===== src/rtl/hsp_pkg.sv =====
package hsp_pkg;
   localparam int BUS_W  = 8;
   localparam int ADDR_W = 2;

   typedef enum logic [ADDR_W-1:0] {
      REG_DATA = 2'd0,
      REG_DIR  = 2'd1,
      REG_HCS  = 2'd2,
      REG_NONE = 2'd3
   } reg_sel_e;

   localparam int CTL_LO = 2;
   localparam int CTL_HI = 6;
   localparam int CTL_W  = CTL_HI - CTL_LO + 1;
   localparam int IE_IDX = 6 - CTL_LO;
endpackage


===== src/rtl/hsp_sync.sv =====
module hsp_sync #(
   parameter int   W       = 1,
   parameter int   STAGES  = 2,
   parameter logic RST_BIT = 1'b0
) (
   input  logic         clk,
   input  logic         rst_n,
   input  logic [W-1:0] d,
   output logic [W-1:0] q
);
   logic [W-1:0] chain [STAGES];

   generate
      if (STAGES < 2) begin : g_bad_stages
         $error("hsp_sync: STAGES must be at least 2");
      end
      for (genvar s = 0; s < STAGES; s++) begin : g_stage
         always_ff @(posedge clk or negedge rst_n) begin
            if (!rst_n) chain[s] <= {W{RST_BIT}};
            else if (s == 0) chain[s] <= d;
            else chain[s] <= chain[(s == 0) ? 0 : s-1];
         end
      end
   endgenerate

   assign q = chain[STAGES-1];
endmodule


===== src/rtl/hsp_flag.sv =====
module hsp_flag #(
   parameter int DW = 8
) (
   input  logic          clk,
   input  logic          rst_n,
   input  logic          fall,
   input  logic          stat_rd,
   input  logic          data_acc,
   input  logic [DW-1:0] live,
   output logic          flag,
   output logic [DW-1:0] latched
);
   logic armed;

   always_ff @(posedge clk or negedge rst_n) begin
      if (!rst_n) begin
         flag    <= 1'b0;
         armed   <= 1'b0;
         latched <= '0;
      end else if (fall) begin
         flag    <= 1'b1;
         armed   <= 1'b0;
         latched <= live;
      end else if (armed && flag && data_acc) begin
         flag  <= 1'b0;
         armed <= 1'b0;
      end else if (stat_rd && flag) begin
         armed <= 1'b1;
      end
   end

   p_flag_set_r3: assert property (@(posedge clk) disable iff (!rst_n)
      fall |=> flag);
   p_flag_cause_r3: assert property (@(posedge clk) disable iff (!rst_n)
      $rose(flag) |-> $past(fall));
   p_capture_r4: assert property (@(posedge clk) disable iff (!rst_n)
      fall |=> latched == $past(live));
   p_clear_r5: assert property (@(posedge clk) disable iff (!rst_n)
      armed && flag && data_acc && !fall |=> !flag);
   p_hold_r6: assert property (@(posedge clk) disable iff (!rst_n)
      flag && !armed && !fall |=> flag);
   p_collide_r11: assert property (@(posedge clk) disable iff (!rst_n)
      fall && armed && data_acc |=> flag && !armed);
endmodule


===== src/rtl/hsp_port.sv =====
module hsp_port import hsp_pkg::*; #(
   parameter int DW          = 8,
   parameter int SYNC_STAGES = 2
) (
   input  logic              clk,
   input  logic              rst_n,
   input  logic [ADDR_W-1:0] addr,
   input  logic              rd,
   input  logic              wr,
   input  logic [BUS_W-1:0]  wdata,
   output logic [BUS_W-1:0]  rdata,
   input  logic [DW-1:0]     pin_in,
   input  logic              strobe_n,
   output logic [DW-1:0]     pin_out,
   output logic [DW-1:0]     pin_oe,
   output logic [DW-1:0]     pullup_en,
   output logic              irq
);
   generate
      if (DW < 1 || DW > BUS_W) begin : g_bad_dw
         $error("hsp_port: DW must lie in 1..BUS_W");
      end
   endgenerate

   reg_sel_e         sel;
   logic [DW-1:0]    dir_q, out_q, pu_q;
   logic [CTL_W-1:0] ctl_q;
   logic             stb_s, stb_prev, fall;
   logic [DW-1:0]    pin_s, latched, in_view, data_view;
   logic             flag, data_acc, stat_rd;

   assign sel = reg_sel_e'(addr);

   hsp_sync #(.W(1), .STAGES(SYNC_STAGES), .RST_BIT(1'b1)) u_stb_sync (
      .clk(clk), .rst_n(rst_n), .d(strobe_n), .q(stb_s));

   hsp_sync #(.W(DW), .STAGES(SYNC_STAGES), .RST_BIT(1'b0)) u_pin_sync (
      .clk(clk), .rst_n(rst_n), .d(pin_in), .q(pin_s));

   always_ff @(posedge clk or negedge rst_n) begin
      if (!rst_n) stb_prev <= 1'b1;
      else        stb_prev <= stb_s;
   end

   assign fall     = stb_prev & ~stb_s;
   assign data_acc = (sel == REG_DATA) && (rd || wr);
   assign stat_rd  = (sel == REG_HCS) && rd;

   hsp_flag #(.DW(DW)) u_flag (
      .clk(clk), .rst_n(rst_n), .fall(fall), .stat_rd(stat_rd),
      .data_acc(data_acc), .live(pin_s), .flag(flag), .latched(latched));

   always_ff @(posedge clk or negedge rst_n) begin
      if (!rst_n) begin
         dir_q <= '0;
         out_q <= '0;
         pu_q  <= '0;
         ctl_q <= '0;
      end else if (wr) begin
         case (sel)
            REG_DATA: begin
               out_q <= (out_q & ~dir_q) | (wdata[DW-1:0] & dir_q);
               pu_q  <= (pu_q & dir_q) | (wdata[DW-1:0] & ~dir_q);
            end
            REG_DIR: dir_q <= wdata[DW-1:0];
            REG_HCS: ctl_q <= wdata[CTL_HI:CTL_LO];
            default: ;
         endcase
      end
   end

   assign in_view   = flag ? latched : pin_s;
   assign data_view = (dir_q & out_q) | (~dir_q & in_view);

   always_comb begin
      rdata = '0;
      case (sel)
         REG_DATA: rdata[DW-1:0] = data_view;
         REG_DIR:  rdata[DW-1:0] = dir_q;
         REG_HCS:  rdata = {flag, ctl_q, 2'b11};
         default:  rdata = '0;
      endcase
   end

   assign pin_out   = out_q;
   assign pin_oe    = dir_q;
   assign pullup_en = pu_q & ~dir_q;
   assign irq       = flag & ctl_q[IE_IDX];

   p_out_write_r7: assert property (@(posedge clk) disable iff (!rst_n)
      wr && sel == REG_DATA && dir_q == '1 |=> pin_out == $past(wdata[DW-1:0]));
   p_pullup_write_r8: assert property (@(posedge clk) disable iff (!rst_n)
      wr && sel == REG_DATA && dir_q == '0
      |=> pullup_en == $past(wdata[DW-1:0]) && $stable(pin_out));
   p_irq_needs_flag_r10: assert property (@(posedge clk) disable iff (!rst_n)
      $rose(irq) |-> flag);
endmodule


===== config.mk =====
export PLATFORM = sky130hd
export DESIGN_NAME = hsp_port
export DESIGN_NICKNAME = d
export VERILOG_FILES = /design/src/rtl/hsp_pkg.sv /design/src/rtl/hsp_sync.sv /design/src/rtl/hsp_flag.sv /design/src/rtl/hsp_port.sv
export SDC_FILE = /design/constraint.sdc
export NUM_CORES = 1
export LEC_CHECK = 0
export ABC_AREA = 1
export BUFFER_PORTS_ARGS = -buffer_cell sky130_fd_sc_hd__buf_2
export CAP_MARGIN = 40
export CORE_MARGIN = 3
export CORE_UTILIZATION = 47
export CTS_BUF_LIST = sky130_fd_sc_hd__clkbuf_4
export CTS_CLUSTER_DIAMETER = 150
export DETAILED_ROUTE_END_ITERATION = 8
export PLACE_DENSITY_LB_ADDON = 0.3
export SLEW_MARGIN = 20
export SYNTH_ARGS = -nofsm -noshare
export SYNTH_HDL_FRONTEND = slang
export SYNTH_SLANG_ARGS = --single-unit

===== constraint.sdc =====
create_clock -name clk -period 1.2 [get_ports clk]
set_input_delay 0.24 -clock clk [delete_from_list [all_inputs] [get_ports clk]]
set_output_delay 0.24 -clock clk [all_outputs]
set_load 0.02 [all_outputs]

## Word-level counts from Yosys, hierarchy flattened

Cells that the tools add are included.

- Add/sub/neg operators: 0
- $mul: 0
- Div/mod/pow operators: 0
- $lt $le $gt $ge: 0
- Eq/ne operators: 2
- Shift-type cells: 0
- Mux-type cells: 7
- Bitwise operators: 14
- Reduce and logical (&&, ||, !) cells: 12

Operators by type and width:

| kind | count |
|---|---|
| $and A8 B8 Y8 | 7 |
| $or A8 B8 Y8 | 3 |
| $pmux W8 S3 | 1 |
| $mux W8 | 1 |
| $not A8 Y8 | 1 |
| $reduce_and A2 Y1 | 3 |
| $logic_and A1 B1 Y1 | 5 |
| $mux W1 | 5 |
| $reduce_bool A3 Y1 | 1 |
| $and A1 B1 Y1 | 2 |
| $eq A2 B1 Y1 const B | 1 |
| $eq A2 B2 Y1 const B | 1 |
| $logic_not A2 Y1 | 1 |
| $reduce_bool A2 Y1 | 1 |
| $logic_or A1 B1 Y1 | 1 |
| $not A1 Y1 | 1 |

- Register bits: 58
- Bits in latches: 0
- RAM bits: 0
- Bits in read-only memories: 0
- Input port bits: 23
- Output and inout port bits: 33
- Word-level logic and storage cells: 47
- Memories: 0

## Depth between registers and ports, before layout

- Depth in word-level cells: 6
- Mapped depth: 6
- Mapped depth without buffers: 5

## Modules after synthesis

Synthesis repeated with hierarchy kept, for this count alone.

- Cell total of the unflattened synthesis: 312
- Area total of the unflattened synthesis: 2596.2 µm²

By module, submodules not included:

| module | instances | cells each | area each (µm²) | sequential area each (µm²) |
|---|---|---|---|---|
| hsp_port | 1 | 243 | 1694.1 | 752.0 |
| hsp_sync at u_pin_sync | 1 | 24 | 460.4 | 400.4 |
| hsp_flag | 1 | 43 | 389.1 | 250.2 |
| hsp_sync at u_stb_sync | 1 | 2 | 52.6 | 52.6 |

## Worst setup path after synthesis

Ideal clock, no wire load.

- Path kind: register to output
- From: reg u_flag.flag
- To: out rdata[0]
- Arrival time: 1.087 ns
- Data required time: 0.960 ns
- Setup slack: -0.127 ns
- Cell stages (with the launch flop): 5
- Path buffers: 1
- Cells stage by stage: dfrtp_1 clkbuf_1 nand2_1 nand3_1 a21oi_1

- Cells in the longest elaborated chain, start to end: 4

RTL lines:

| what | line | RTL |
|---|---|---|
| start: declaration | hsp_flag.sv:10 | `output logic flag,` |
| start signal: assignment | hsp_flag.sv:17 | `flag <= 1'b0;` |
| start signal: assignment | hsp_flag.sv:21 | `flag <= 1'b1;` |
| start signal: assignment | hsp_flag.sv:25 | `flag <= 1'b0;` |
| $mux W8 | hsp_port.sv:72 | `assign in_view = flag ? latched : pin_s;` |
| $and A8 B8 Y8 | hsp_port.sv:73 | `assign data_view = (dir_q & out_q) \| (~dir_q & in_view);` |
| $or A8 B8 Y8 | hsp_port.sv:73 |  |
| $pmux W8 S3 | hsp_port.sv:77 | `case (sel)` |
| end: declaration | hsp_port.sv:11 | `output logic [BUS_W-1:0] rdata,` |

Every way passes these cells.

## Worst setup path in the final report

- From: reg u_flag.flag
- To: out rdata[7]

- Cells in the longest elaborated chain, start to end: 4

RTL lines:

| what | line |
|---|---|
| $mux W8 | hsp_port.sv:72 |
| $and A8 B8 Y8 | hsp_port.sv:73 |
| $or A8 B8 Y8 | hsp_port.sv:73 |
| $pmux W8 S3 (*) | hsp_port.sv:77 |

Every way passes the cells marked *; elsewhere a longest branch is shown, timed or not.

==> impl_metrics.toml <==
[route]
drt-vias-per-instance = 5.11
drc = 0
wl_per_cell_um = 14.7
dr.pass1.iters = 4
vias = 2414
detail_route.iter0.violations = 234
routed_wl_um = 6930
ant_nets = 0

[clock_tree]
cts_htree_levels = 3
cts_sinks = 58
worstSkewPairLatency_ns = 0.39
root_buffer = "clkbuf_4"
clockBufferDepth = 2
clkTransAtPathRegs_ns = 0.11
cts_buffers = 9
cts_tree = "done"

[worst_setup_path]
reg2reg_slack_ns = -0.03
crit_family = "flip-flops"
cp_slowest_stage_delay_ns = 0.46
crit_chain = "buf_6 > buf_4 > nand2_1 > nand3_2 > buf_6"
crit_arrival_ns = 1.46
cp-start-kind = "flop"
crit_buf_inv = 3
path_common_cell = "buf_6"
crit_fanout = 5
critPathCaptureType = "output pin"
rr_worst_depth = 8
cp_slowest_cell = "dfrtp_2"
critical_path_class = "flop to output pin"
r2r_start = "u_flag.flag"
cp.required_ns = 0.96
reg2reg_to = "u_flag.armed"

[final_layout]
multi_input_area_sq_um = 1030
regArea_sq_um = 1470
diodes = 0
final_layout_size_suffix_gt1_frac = 0.415
nets = 423
instances_no_fill = 472
fillers = 330
finish.utilization = 0.768
syn_to_final_growth_pct = 52.0

[yosys]
yosysSeqAreaShare = 0.590
syn_nets = 318
yosys.cell_types.count = 17
avgSynthCellArea_sq_um = 8.36
synth-main-ff-cell = "dfrtp_1"
yosysMostFrequentCell = "nand2_1"
yosysWarnings = 0
ys_seq_elements = 58
yosys-top-cells-area = "dfrtp_1, nand2_1, nand3_1"
synth_edf_count = 0
synthCells = 295
synth_top_area_frac = 0.558
netlist_top_cells_count = "nand2_1, dfrtp_1, nand3_1"
synth_area_sq_um = 2460
yosys.area.top_type = "dfrtp_1"
synthArstFlopShare = 1.00

[timing]
worst_slack_ns = -0.496
period_minus_slack_ns = 1.70
clock.fmax_mhz = 590
final-max-slew-violation-count = 0
clock_skew_ns = 0.0173
worstMarginPinSlew_ns = 0.310
finalCritPeriodShare = 1.41
finalHoldViolCount = 0
maxSlewHeadroom = 0.793
setup_viol = 30
rsz0062_at_grt = "true"

[worst_hold_path]
min_from = "wdata[5]"
hold_class = "input port to flop"
worstHoldPathCells = 3

[die]
die_h_um = 78.4
rows = 25
core_sq_um = 4880
die_x_um = 78.4
io_pins = 56
start_util = 0.505
fp.dieArea_sq_um = 6150

[place]
io_buffers = 55
place_inst = 434
gp_congestion = 0.838
dp_hpwl_um = 4160
place_ws_ns = -0.193

[outcome]
status = "finished, violations left"
violations = "negative setup slack"

[global_routing]
grt_use_total = 0.218
grt_pass1_vias = 2319
grt_pass1_wl_um = 10500
grt_antenna_before_repair = 0
overflow = 0
grt_max_degree = 59

[pwr]
vdd_drop_max_mv = 0.916
p_leak_nw = 1.95
power_density_nw_per_um2 = 1520

[run]
drv_cap = 0
==> per-stage QoR <==
stage	setup TNS, ns	area [sq um]	total power [mW]	hold slack [ns]
3_3_place_gp	-2.32	3030	3.85	0.264
2_1_floorplan	-0.00649	2490	3.28	-0.0556
5_1_grt	-8.64	3750	6.00	0.113
4_1_cts	-6.55	3430	5.32	0.0928
3_5_place_dp	-3.21	3030	3.90	0.270
6_report	-7.08	3750	5.70	0.110
==> cells in the final DEF (no fill, tap or decap), types with 2 or more instances in the layout <==
cell           synthesis  final
buf_6                  0     42
dlygate4sd3_1          0     10
inv_2                  3      5
buf_2                  1     26
nor2_1                21     13
o21ai_0               23     23
dfrtp_2                0      8
nand2_1               94     79
dfrtp_1               55     47
o21ai_1                5      5
clkinvlp_4             0      2
nand3_2                0     14
nor2_4                 2      8
buf_4                  1     19
clkbuf_4               0     10
nand2_2                2     15
dfstp_2                3      3
buf_12                 0      3
nand2_4                0      2
a21oi_1                4      2
nor2_2                 1      3
clkinv_2               0      4
inv_1                 35     32
nand3_1               40     25
==> what timing repair did <==
item | in CTS | in global routing
hold buffers | 10 | 0
cloned | 0 | 1
setup endpoints to repair | 32 | 35
setup buffers | 3 | 10
pin swaps | 7 | 19
gates resized for setup | 52 | 76
endpoints found under the hold margin | 64 | 0
==> where the power goes <==
group	switching [mW]	internal [mW]	leakage, nW
clock	0.728	0.434	0.0619
sequential	0.218	2.26	0.691
combinational	1.12	0.940	1.20
==> kinds of logic (layout without fill, tap and decap cells) <==
group | after synthesis | in the layout | share of synthesized area
AOI/OAI and AO/OA | 32 | 32 | 0.0650
DFF | 58 | 58 | 0.590
buffers and inverters | 44 | 154 | 0.0690
and+or+nand+nor | 161 | 161 | 0.276
==> area by class of cell <==
type                    count  area share
clock buffers              10      0.0200
flip-flops and latches     58       0.391
clock inverters             6     0.00935
inverters                  38      0.0394
repair buffers            100       0.242
multi-input cells         193       0.276
well taps                  67      0.0224
==> how the worst max path moves through the flow <==
stage | startpoint | to | slack [ns] | cells past startpoint
2_1_floorplan | u_flag.flag | rdata[0] | -0.006 | 4
3_3_place_gp | addr[1] | rdata[3] | -0.14 | 7
3_5_place_dp | addr[1] | rdata[3] | -0.19 | 7
4_1_cts | u_flag.flag | rdata[2] | -0.47 | 6
5_1_grt | pin_oe[7] | rdata[7] | -0.55 | 6
6_report | u_flag.flag | rdata[7] | -0.50 | 5
==> layer usage <==
layer / share of wire / track usage
met5: 0 / 0
met4: 0.020 / 0.0962
met3: 0.066 / 0.0321
met2: 0.51 / 0.363
met1: 0.41 / 0.285
==> worst register-to-register path: cells and delay by family, from the launching register on <==
kind | cells | cell delay (ns)
buffers and inverters | 4 | 0.42
flip-flops | 1 | 0.46
AND/OR/NAND/NOR | 4 | 0.27
Power figures use the tool's default switching activity.
